==> config.mk <==
export PLATFORM = sky130hd
export DESIGN_NAME = rtc_prescaler
export DESIGN_NICKNAME = d
export VERILOG_FILES = /design/src/rtl/rtc_presc_pkg.sv /design/src/rtl/rtc_div_chain.sv /design/src/rtl/rtc_tap_sel.sv /design/src/rtl/rtc_pf_flag.sv /design/src/rtl/rtc_prescaler.sv
export SDC_FILE = /design/constraint.sdc
export NUM_CORES = 1
export LEC_CHECK = 0
export BUFFER_PORTS_ARGS = -buffer_cell sky130_fd_sc_hd__buf_4
export CAP_MARGIN = 20
export CORE_MARGIN = 1
export CORE_UTILIZATION = 59
export CTS_CLUSTER_SIZE = 8
export DETAILED_ROUTE_END_ITERATION = 8
export PLACE_DENSITY = 0.95
export SYNTH_ARGS = -nofsm -noshare
export SYNTH_HDL_FRONTEND = slang
export SYNTH_HIERARCHICAL = 1
export SYNTH_SLANG_ARGS = --single-unit
==> constraint.sdc <==
create_clock -name clk -period 4 [get_ports clk]
set_input_delay 0.8 -clock clk [delete_from_list [all_inputs] [get_ports clk]]
set_output_delay 0.8 -clock clk [all_outputs]
set_load 0.02 [all_outputs]
==> src/rtl/rtc_presc_pkg.sv <==
// Package: shared types and decode functions for the RTC prescaler.
// Assumes: rate codes index taps of a divider that is at least 15 bits wide.
package rtc_presc_pkg;

    typedef enum logic [1:0] {
        CHAIN_RUN   = 2'd0,
        CHAIN_CLEAR = 2'd1,
        CHAIN_HOLD  = 2'd2
    } chain_mode_e;

    localparam logic [2:0] CTRL_RUN = 3'b010;

    // Map the 3-bit mode field onto a divider action.
    function automatic chain_mode_e decode_mode(input logic [2:0] ctrl);
        if (ctrl == CTRL_RUN)       return CHAIN_RUN;
        else if (ctrl[2:1] == 2'b11) return CHAIN_CLEAR;
        else                         return CHAIN_HOLD;
    endfunction

    // Effective rate code: codes 1 and 2 fold onto codes 8 and 9.
    function automatic logic [3:0] effective_code(input logic [3:0] code);
        case (code)
            4'd1:    return 4'd8;
            4'd2:    return 4'd9;
            default: return code;
        endcase
    endfunction

    // Divider bit whose rising edge marks the flag event for a code (eff >= 3).
    function automatic logic [3:0] tap_bit(input logic [3:0] code);
        logic [3:0] eff;
        eff = effective_code(code);
        return eff - 4'd2;
    endfunction

endpackage

==> src/rtl/rtc_div_chain.sv <==
// Module: binary divider chain with run / clear / freeze control.
// Produces the count, a per-bit rising-edge vector for this clock's step,
// and a registered one-cycle update strobe on each rise of the top bit.
// Assumes: one increment per clock of the 32.768 kHz domain.
module rtc_div_chain
    import rtc_presc_pkg::*;
#(
    parameter int DIV_BITS = 15
) (
    input  logic                clk,
    input  logic                rst_n,
    input  logic [2:0]          div_ctrl,
    output logic [DIV_BITS-1:0] cnt_q,
    output logic [DIV_BITS-1:0] bit_rise,
    output logic                upd_tick
);
    localparam logic [DIV_BITS-1:0] ONE  = {{(DIV_BITS-1){1'b0}}, 1'b1};
    localparam logic [DIV_BITS-1:0] ZERO = '0;

    chain_mode_e        mode;
    logic [DIV_BITS-1:0] cnt_inc;

    // Decode the mode and compute which bits rise on this step.
    always_comb begin
        mode     = decode_mode(div_ctrl);
        cnt_inc  = cnt_q + ONE;
        bit_rise = (mode == CHAIN_RUN) ? (~cnt_q & cnt_inc) : ZERO;
    end

    // Divider register: advance, clear or freeze.
    always_ff @(posedge clk) begin
        if (!rst_n)                   cnt_q <= ZERO;
        else if (mode == CHAIN_CLEAR) cnt_q <= ZERO;
        else if (mode == CHAIN_RUN)   cnt_q <= cnt_inc;
    end

    // Update strobe: top stage rising marks each second boundary.
    always_ff @(posedge clk) begin
        if (!rst_n) upd_tick <= 1'b0;
        else        upd_tick <= bit_rise[DIV_BITS-1];
    end

    assert_clear_in_reset_R2: assert property (@(posedge clk) disable iff (!rst_n)
        (div_ctrl[2:1] == 2'b11) |=> (cnt_q == ZERO));
    assert_freeze_R3: assert property (@(posedge clk) disable iff (!rst_n)
        (div_ctrl != CTRL_RUN && div_ctrl[2:1] != 2'b11) |=> $stable(cnt_q));
    assert_step_R4: assert property (@(posedge clk) disable iff (!rst_n)
        (div_ctrl == CTRL_RUN) |=> (cnt_q == $past(cnt_q) + ONE));
    assert_tick_single_R5: assert property (@(posedge clk) disable iff (!rst_n)
        upd_tick |=> !upd_tick);
    assert_tick_idle_R11: assert property (@(posedge clk) disable iff (!rst_n)
        (div_ctrl != CTRL_RUN) |=> !upd_tick);

endmodule

==> src/rtl/rtc_tap_sel.sv <==
// Module: picks one divider bit's rising edge as the periodic event.
// Assumes: DIV_BITS > 13 so that every code up to 15 has a tap.
module rtc_tap_sel
    import rtc_presc_pkg::*;
#(
    parameter int DIV_BITS = 15
) (
    input  logic [3:0]          rate_sel,
    input  logic [DIV_BITS-1:0] bit_rise,
    output logic                tap_set
);
    localparam int IDX_W = $clog2(DIV_BITS);

    logic [IDX_W-1:0] idx;

    // Select the tap for the current code; code 0 disables the event.
    always_comb begin
        idx     = IDX_W'(tap_bit(rate_sel));
        tap_set = (rate_sel != 4'd0) && bit_rise[idx];
    end

endmodule

==> src/rtl/rtc_pf_flag.sv <==
// Module: sticky periodic flag with clear pulse; a set wins over a clear.
// Assumes: tap_set is a single-cycle event from the divider.
module rtc_pf_flag (
    input  logic clk,
    input  logic rst_n,
    input  logic tap_set,
    input  logic pf_clr,
    output logic pf_flag
);
    // Flag register: set has priority, otherwise clear or keep.
    always_ff @(posedge clk) begin
        if (!rst_n)       pf_flag <= 1'b0;
        else if (tap_set) pf_flag <= 1'b1;
        else if (pf_clr)  pf_flag <= 1'b0;
    end

    assert_sticky_R10: assert property (@(posedge clk) disable iff (!rst_n)
        (pf_flag && !pf_clr) |=> pf_flag);
    assert_set_wins_R10: assert property (@(posedge clk) disable iff (!rst_n)
        tap_set |=> pf_flag);
    assert_clear_R10: assert property (@(posedge clk) disable iff (!rst_n)
        (pf_clr && !tap_set) |=> !pf_flag);

endmodule

==> src/rtl/rtc_prescaler.sv <==
// Module: top of the RTC prescaler. Connects the divider chain, the tap
// selector and the sticky flag. Assumes clk is the 32.768 kHz timebase.
module rtc_prescaler #(
    parameter int DIV_BITS = 15
) (
    input  logic                clk,
    input  logic                rst_n,
    input  logic [2:0]          div_ctrl,
    input  logic [3:0]          rate_sel,
    input  logic                pf_clr,
    output logic                upd_tick,
    output logic                pf_flag,
    output logic [DIV_BITS-1:0] div_count
);
    logic [DIV_BITS-1:0] bit_rise;
    logic                tap_set;

    rtc_div_chain #(.DIV_BITS(DIV_BITS)) u_chain (
        .clk      (clk),
        .rst_n    (rst_n),
        .div_ctrl (div_ctrl),
        .cnt_q    (div_count),
        .bit_rise (bit_rise),
        .upd_tick (upd_tick)
    );

    rtc_tap_sel #(.DIV_BITS(DIV_BITS)) u_tap (
        .rate_sel (rate_sel),
        .bit_rise (bit_rise),
        .tap_set  (tap_set)
    );

    rtc_pf_flag u_flag (
        .clk     (clk),
        .rst_n   (rst_n),
        .tap_set (tap_set),
        .pf_clr  (pf_clr),
        .pf_flag (pf_flag)
    );

    assert_flag_off_R9: assert property (@(posedge clk) disable iff (!rst_n)
        (rate_sel == 4'd0 && !pf_flag) |=> !pf_flag);
    assert_flag_frozen_R11: assert property (@(posedge clk) disable iff (!rst_n)
        (div_ctrl != 3'b010 && !pf_flag) |=> !pf_flag);

endmodule

Word-level counts from Yosys, hierarchy flattened
Index checks and enable logic that the tools add are counted.

storage, ports and cells
  logic and storage cells = 27
  bits of input ports = 10
  output and inout port bits = 17
  bits in registers = 17

cells by class
  magnitude comparators = 1
  equality and inequality tests = 5
  mux-type cells = 8
  bitwise operators = 3
  reductions and logical operators = 5
  add/subtract/negate cells = 2

operator list
  cell                                                                  count
  15-bit by 1-bit adder with 15-bit output, second input constant       1
  15-bit bitwise AND                                                    1
  15-bit 2-to-1 mux                                                     1
  15-bit NOT                                                            1
  4-bit one-hot mux with 2 select lines                                 1
  4-bit by 5-bit < comparator with 1-bit output, second input constant  1
  1-bit binary-select mux with 4-bit select                             1
  4-bit by 1-bit == test with 1-bit output, second input constant       1
  4-bit by 2-bit == test with 1-bit output, second input constant       1
  2-bit 2-to-1 mux                                                      2
  4-bit nonzero test                                                    1
  4-bit by 2-bit subtractor with 4-bit output, second input constant    1
  3-bit by 2-bit == test with 1-bit output, second input constant       1
  1-bit 2-to-1 mux                                                      3
  2-bit by 1-bit == test with 1-bit output, second input constant       1
  2-bit == test, second input constant                                  1
  2-bit zero test                                                       1
  2-bit nonzero test                                                    1
  2-bit OR reduction                                                    1
  1-bit logical AND                                                     1
  1-bit NOT                                                             1

Depth between registers and ports, before layout
Gate-level depths: netlist of run 1.

  depth in word-level cells = 9
  gate-level depth with buffers = 11
  depth with buffers taken out = 11

Hierarchy
Netlist of run 1, hierarchy kept.

modules (own cells, without submodules)
  module         area an instance (um2)  times used  seq. area each (um2)  cells each
  rtc_div_chain  973.4                   1           320.3                 104
  rtc_tap_sel    356.6                   1           0.0                   55
  rtc_pf_flag    41.3                    1           20.0                  3

Worst setup path before layout of run 1
Ideal clock, no wire load.

  path kind = in2reg
  start point = in rate_sel[1]
  end point = reg u_flag.pf_flag
  path slack = 1.308 ns
  stages = 10
  required time = 3.885 ns
  library setup time = 0.115 ns
  path buffers = 2
  data arrival time = 2.577 ns
  cells stage by stage = buf_2 > clkbuf_1 > o21ai_0 > ha_1 > nor3b_1 > o21ai_0 > o311ai_0 > nor4_1 > o22ai_1 > o21a_1

on the way
  longest elaborated chain between the ends = 7
  elaborated cells on any way between the ends = 10
  classes of those cells = add/sub: 1; eq/ne: 2; mux: 4; reduce/logical: 3

ends and longest elaborated chain
  element                                                                                               line                 source
  start: declaration                                                                                    rtc_prescaler.sv:9   input logic [3:0] rate_sel,
  4-bit by 2-bit == test with 1-bit output or 4-bit by 1-bit == test with 1-bit output (tied branches)  rtc_presc_pkg.sv:22  case (code)
  4-bit one-hot mux with 2 select lines                                                                 rtc_presc_pkg.sv:22
  4-bit by 2-bit subtractor with 4-bit output                                                           rtc_presc_pkg.sv:33  return eff - 4'd2;
  1-bit binary-select mux with 4-bit select                                                             rtc_tap_sel.sv:19    tap_set = (rate_sel != 4'd0) && bit_rise[idx];
  1-bit 2-to-1 mux (not written as such)                                                                rtc_tap_sel.sv:19
  1-bit logical AND (*)                                                                                 rtc_tap_sel.sv:19
  named net tap_set                                                                                     rtc_prescaler.sv:16  logic tap_set;
  1-bit 2-to-1 mux or 2-bit nonzero test (tied branches)                                                -
  end signal: assignment                                                                                rtc_pf_flag.sv:12    if (!rst_n) pf_flag <= 1'b0;
  end signal: assignment                                                                                rtc_pf_flag.sv:13    else if (tap_set) pf_flag <= 1'b1;
  end signal: assignment                                                                                rtc_pf_flag.sv:14    else if (pf_clr) pf_flag <= 1'b0;
  end: declaration                                                                                      rtc_pf_flag.sv:8     output logic pf_flag

The timed path passes the listed nets; every way through them passes the cells marked *. The select of a mux whose other input is x is not followed.
A chain may end at the register's enable or synchronous reset.

Worst setup path after layout of run 1
  start point = in rate_sel[2]
  end point = reg u_flag.pf_flag

Same word-level chain as after synthesis.

==> results of run 1 <==
-- worst max path at each step --
| stage | slack [ns] | endpoint | startpoint | cells after the start |
|---|---|---|---|---|
| finish | 1.48 | u_flag/pf_flag | rate_sel[2] | 10 |
| global route | 1.19 | u_flag/pf_flag | rate_sel[2] | 10 |
| CTS | 1.51 | u_flag/pf_flag | u_chain/cnt_q[0] | 11 |
| detailed placement | 1.19 | u_flag/pf_flag | rate_sel[2] | 10 |
| global placement | 1.29 | u_flag/pf_flag | rate_sel[2] | 10 |
| floorplan | 1.31 | u_flag/pf_flag | rate_sel[1] | 10 |
-- cell usage in the layout, fill, tap and decap left out, types with 2 or more instances in the layout --
cell | netlist | layout
o2bb2ai_1 | 14 | 14
ha_1 | 16 | 16
dfxtp_1 | 17 | 17
and3_1 | 6 | 6
and4_1 | 2 | 2
nor4_1 | 2 | 2
buf_4 | 0 | 26
nor3_1 | 4 | 4
nor2_1 | 10 | 10
inv_1 | 18 | 18
a21oi_1 | 4 | 4
and2_1 | 16 | 16
o22ai_1 | 2 | 2
nand2_1 | 3 | 3
nor3b_1 | 3 | 3
o31ai_1 | 2 | 2
nand2b_1 | 4 | 4
o21ai_0 | 5 | 5
xnor2_1 | 2 | 2
o311ai_0 | 2 | 2
clkbuf_4 | 0 | 3
-- stage by stage --
stage	instance area (um^2)	hold WS, ns
2_1_floorplan	1370	0.554
3_3_place_gp	1550	0.470
3_5_place_dp	1550	0.475
4_1_cts	1580	0.493
5_1_grt	1580	0.508
6_report	1580	0.489
-- cells by family after synthesis --
kind of cell / Yosys count / share of synthesized area (%)
adder cells (fa/ha/maj): 16 / 14.6
buffers and inverters: 26 / 8.67
AO/OA/AOI/OAI: 39 / 22.3
AND/OR/NAND/NOR: 61 / 27.7
XOR/XNOR: 3 / 1.92
flip-flops: 17 / 24.8
-- flip-flops by register name, summed over array words and instances (netlist names) --
register	count
u_chain/cnt_q	15
u_chain/upd_tick	1
u_flag/pf_flag	1
-- cell type report --
| type | instances | area [um^2] | area share (%) |
|---|---|---|---|
| clock inverter | 1 | 5.00 | 0.317 |
| tap | 28 | 35.0 | 2.22 |
| timing repair buffer | 26 | 195 | 12.4 |
| clock buffer | 3 | 22.5 | 1.43 |
| sequential | 17 | 340 | 21.6 |
| inverter | 18 | 67.6 | 4.28 |
| multi-input combinational | 119 | 912 | 57.8 |
-- per-layer routing --
metal / up-vias / global-route usage (%) / wire length (um)
met3: 5 / 3.64 / 82
li1: 623 / - / -
met1: 554 / 29.2 / 1260
met5: - / 0 / 0
met2: 23 / 41.8 / 1310
met4: 0 / 8.57 / 55
-- where the power goes --
part	total (mW)	leakage (nW)	switching, mW	internal, mW
Clock	0.0948	0.0177	0.0574	0.0373
Combinational	0.0589	0.501	0.0322	0.0267
Sequential	0.173	0.137	0.00174	0.171
==> impl_metrics.ini, run 1 <==
[run_status]
status = finished clean

[finish]
syn_to_final_growth_pct = 15.1
final_nets = 211
post-route-util_pct = 72.0
final_cells = 212
fill_cells = 176
drive_gt1_share_pct = 20.1
diodes = 0

[synthesis]
postSynth.asyncResetShare_pct = 0
yosys.cell_types.count = 44
synth_top_cell_area_share_pct = 24.8
synth_warnings = 6
syn_avg_cell_area_um2 = 8.46
synth-main-ff-cell = dfxtp_1
syn_nets = 188
synth_seq_cells = 17
synth-seq-area-share_pct = 24.8
synth.most_common_cell = inv_1
synth-edff-count = 0
synthTopCellsByArea = dfxtp_1, ha_1, o2bb2ai_1
synth_cells = 162
yosysTopAreaCell = dfxtp_1
netlist_top_cells_count = inv_1, dfxtp_1, and2_1, ha_1, o2bb2ai_1
synth_area_mm2 = 0.00137

[detailed_routing]
drc = 0
drt_iter0_markers = 27
vias = 1205
wl_per_cell_um = 12.8
avgViaCountPerCell = 5.68
final_antenna_net_count = 0
dr.pass1.iters = 4
drt-total-wl_um = 2710

[setup_path]
critical_path.top_delay_family = compound AO/OA/AOI/OAI gates
crit_path_end_kind = register
cp_data_required_time_ns = 4.21
crit_path_top_delay_cell = or2_1
r2r_start = u_chain/cnt_q[0]
cp.arrival_ns = 2.73
rrSetupSlack_ns = 1.52
worst-path-buf-inv = 1
max_stage_delay_ns = 0.30
startpoint_type = input port
cp_max_fo = 7
critPathKind = in2reg
crit_top_cell = o21ai_0
path_cells = buf_4 > or2_1 > o21ai_0 > ha_1 > nor3b_1 > o21ai_0 > o311ai_0 > nor4_1 > o22ai_1 > o21a_1
r2r-end = u_flag/pf_flag
r2r_cells = 11

[timing]
setup_viol = 0
slew_violations = 0
fin_tns_setup_ns = 0
hold_violations = 0
skew_ns = 0.0146
rsz0062_at_grt = no
fmax_mhz = 397
fin_crit_ns = 2.52
worstMarginPinSlew_ns = 0.666
slew_headroom_pct = 55.3
period_share_pct = 63.0
worst_slack_ns = 1.48

[cts]
cts.sinks = 17
cts-root-buf = clkbuf_4
h-tree-depth = 1
clkTransAtPathRegs_ns = 0.11
cts_hold_buffers = 0
cts_made_buffers = 3
clock_latency_ns = 0.31
cts_tree = built
post_cts_buffers = 0
clockBufferDepth = 2
cts-resized-gates = 0

[place]
io_buffers = 26
dp_cells = 208
hpwl_um = 2120
routabilityCongestion = 0.855
dp_worst_setup_slack_ns = 1.19

[global_routing]
grt_pass1_wl_um = 4620
grt.total_usage_pct = 23.9
grt_pass1_vias = 1089
antenna_found_initial = 0
grt_overflow_total = 0
grt_max_degree = 19

[floorplan]
die_area_mm2 = 0.00252
start_util_pct = 62.6
die_h_um = 50.2
io_pins = 27
core-area_mm2 = 0.00219
die_x_um = 50.2
num_rows = 17

[hold_path]
hp-start = u_chain/cnt_q[14]
holdPathEnd = u_chain/cnt_q[14]
holdPathStages = 1
hold_path.class = reg2reg

[pwr]
power.total_mw = 0.326
cellPowerDensity_mw_per_mm2 = 207
ir_drop_mv = 0.228
p_leak_nw = 0.656

[flow_run]
drv_cap = 0
Power figures use the tool's default switching activity.
==> inputs of run 2 (changes only) <==
--- a/config.mk
+++ b/config.mk
@@ -8,10 +8,10 @@
 export BUFFER_PORTS_ARGS = -buffer_cell sky130_fd_sc_hd__buf_4
 export CAP_MARGIN = 20
 export CORE_MARGIN = 1
-export CORE_UTILIZATION = 59
+export CORE_UTILIZATION = 55
 export CTS_CLUSTER_SIZE = 8
 export DETAILED_ROUTE_END_ITERATION = 8
-export PLACE_DENSITY = 0.95
+export PLACE_DENSITY = 0.91
 export SYNTH_ARGS = -nofsm -noshare
 export SYNTH_HDL_FRONTEND = slang
 export SYNTH_HIERARCHICAL = 1
==> constraint.sdc (replaced) <==
create_clock -name clk -period 2.59 [get_ports clk]
set_input_delay 0.518 -clock clk [delete_from_list [all_inputs] [get_ports clk]]
set_output_delay 0.518 -clock clk [all_outputs]
set_load 0.02 [all_outputs]
==> run 2 against run 1 <==
Net effect:
- sequential share of layout area down 0.53 points
- via count up 3.3%
- setup slack worse by 1.4 ns
- sequential power up 54%
- power up 54%
- first-iteration DRC count up 59%
- hold slack worse by 0.035 ns
- critical path depth up 1
- combinational power up 67%
- wire length up 5.2%
- design area up 2.5%
- die area up 7.0%
- critical endpoint unchanged
==> impl_metrics.ini, run 2 (synthesis gave the netlist of run 1 again) <==
[detailed_routing]
drt_iter0_markers = 43
dr.pass1.iters = 4
avgViaCountPerCell = 5.76
wl_per_cell_um = 13.2
vias = 1245
final_antenna_net_count = 0
drt-total-wl_um = 2850
drc = 0

[setup_path]
cp.arrival_ns = 2.66
critPathKind = reg2reg
startpoint = u_chain/cnt_q[4]
cp_max_fo = 4
crit_path_end_kind = register
r2r_start = u_chain/cnt_q[4]
startpoint_type = register
cp_data_required_time_ns = 2.78

[place]
placed_cell_area_mm2 = 0.00158
dp_worst_setup_slack_ns = 0.104
io_buffers = 26
dp_cells = 212
routabilityCongestion = 0.834
hpwl_um = 2190

[floorplan]
io_pins = 27
die_x_um = 51.9
die_area_mm2 = 0.00270
num_rows = 17
die_h_um = 51.9
core-area_mm2 = 0.00228
start_util_pct = 60.3

[timing]
skew_ns = 0.00538
hold_violations = 0
fin_tns_setup_ns = 0
worst_slack_ns = 0.121
slew_headroom_pct = 54.3
slew_violations = 0
fmax_mhz = 405
rsz0062_at_grt = no
period_share_pct = 95.3
setup_viol = 0
worstMarginPinSlew_ns = 0.682
fin_crit_ns = 2.47
holdWs_ns = 0.454

[cts]
cts_hold_buffers = 0
cts-root-buf = clkbuf_4
clockBufferDepth = 2
cts.sinks = 17
post_cts_buffers = 0
h-tree-depth = 1
clkTransAtPathRegs_ns = 0.10
cts_tree = built
clock_latency_ns = 0.28
cts_made_buffers = 3

[finish]
final_nets = 215
syn_to_final_growth_pct = 18.0
final_cells = 216
diodes = 0
design_area_mm2 = 0.00162
drive_gt1_share_pct = 22.3
post-route-util_pct = 71.1
final_cell_mix = buf_4, inv_1, dfxtp_1
multi_input_area_um2 = 923
largest_reg_flops = 15
top_register = u_chain/cnt_q
reg_top3 = u_chain/cnt_q x15, u_chain/upd_tick x1, u_flag/pf_flag x1
final_common_cell = buf_4
fill_cells = 170
regArea_um2 = 340

[global_routing]
grt_pass1_wl_um = 4640
grt.total_usage_pct = 21.9
antenna_found_initial = 0
grt_max_degree = 19
grt_overflow_total = 0
grt_pass1_vias = 1139

[pwr]
ir_drop_mv = 0.301
p_leak_nw = 0.677
cellPowerDensity_mw_per_mm2 = 311
power.total_mw = 0.503

[run_status]
status = finished clean

[hold_path]
hp-start = rst_n
hold_path.class = in2reg

[flow_run]
drv_cap = 0
## run 2: area by class of cell
cell class	count	share of cell area, %
Inverter	18	4.18
Timing Repair Buffer	30	13.9
Sequential cell	17	21.0
Clock buffer	4	1.62
Multi-Input combinational cell	119	57.1
Tap cell	28	2.17
## run 2: power breakdown
group,switching (mW),total [mW],internal [mW]
registers,0.00196,0.266,0.264
logic,0.0538,0.0982,0.0444
clock network,0.0791,0.139,0.0597
## run 2: critical path, stage by stage (launching register included)
cell and delay [ns]:
dfxtp_1 0.34, and3_1 0.22, and4_1 0.24, and4_1 0.21, ha_1 0.18, and2_1 0.13, nand2b_1 0.14, o311a_1 0.13
o221a_1 0.24, nor4_2 0.27, o22ai_1 0.11, o21a_1 0.18
## run 2: what timing repair did
action / in CTS / in global routing
gates resized for setup: 0 / 2
setup endpoints to repair: 0 / 1
hold endpoints to repair: 0 / 0
## run 2: routing by layer
layer	part of all wire, %	track usage (%)	vias to the layer above
li1	-	-	636
met1	46	30.6	575
met2	49	35.9	32
met3	4.2	2.63	2
met4	0.49	4.05	0
met5	0	0	-
## run 2: path summary, 6_finish.rpt
path / end / slack (ns) / depth (start not counted)
worst max-delay path: u_flag/pf_flag / 0.12 / 11
worst min-delay path: u_flag/pf_flag / 0.45 / 2
worst max register to register: u_flag/pf_flag / 0.12 / 11
worst min register to register: u_chain/cnt_q[14] / 0.49 / 1
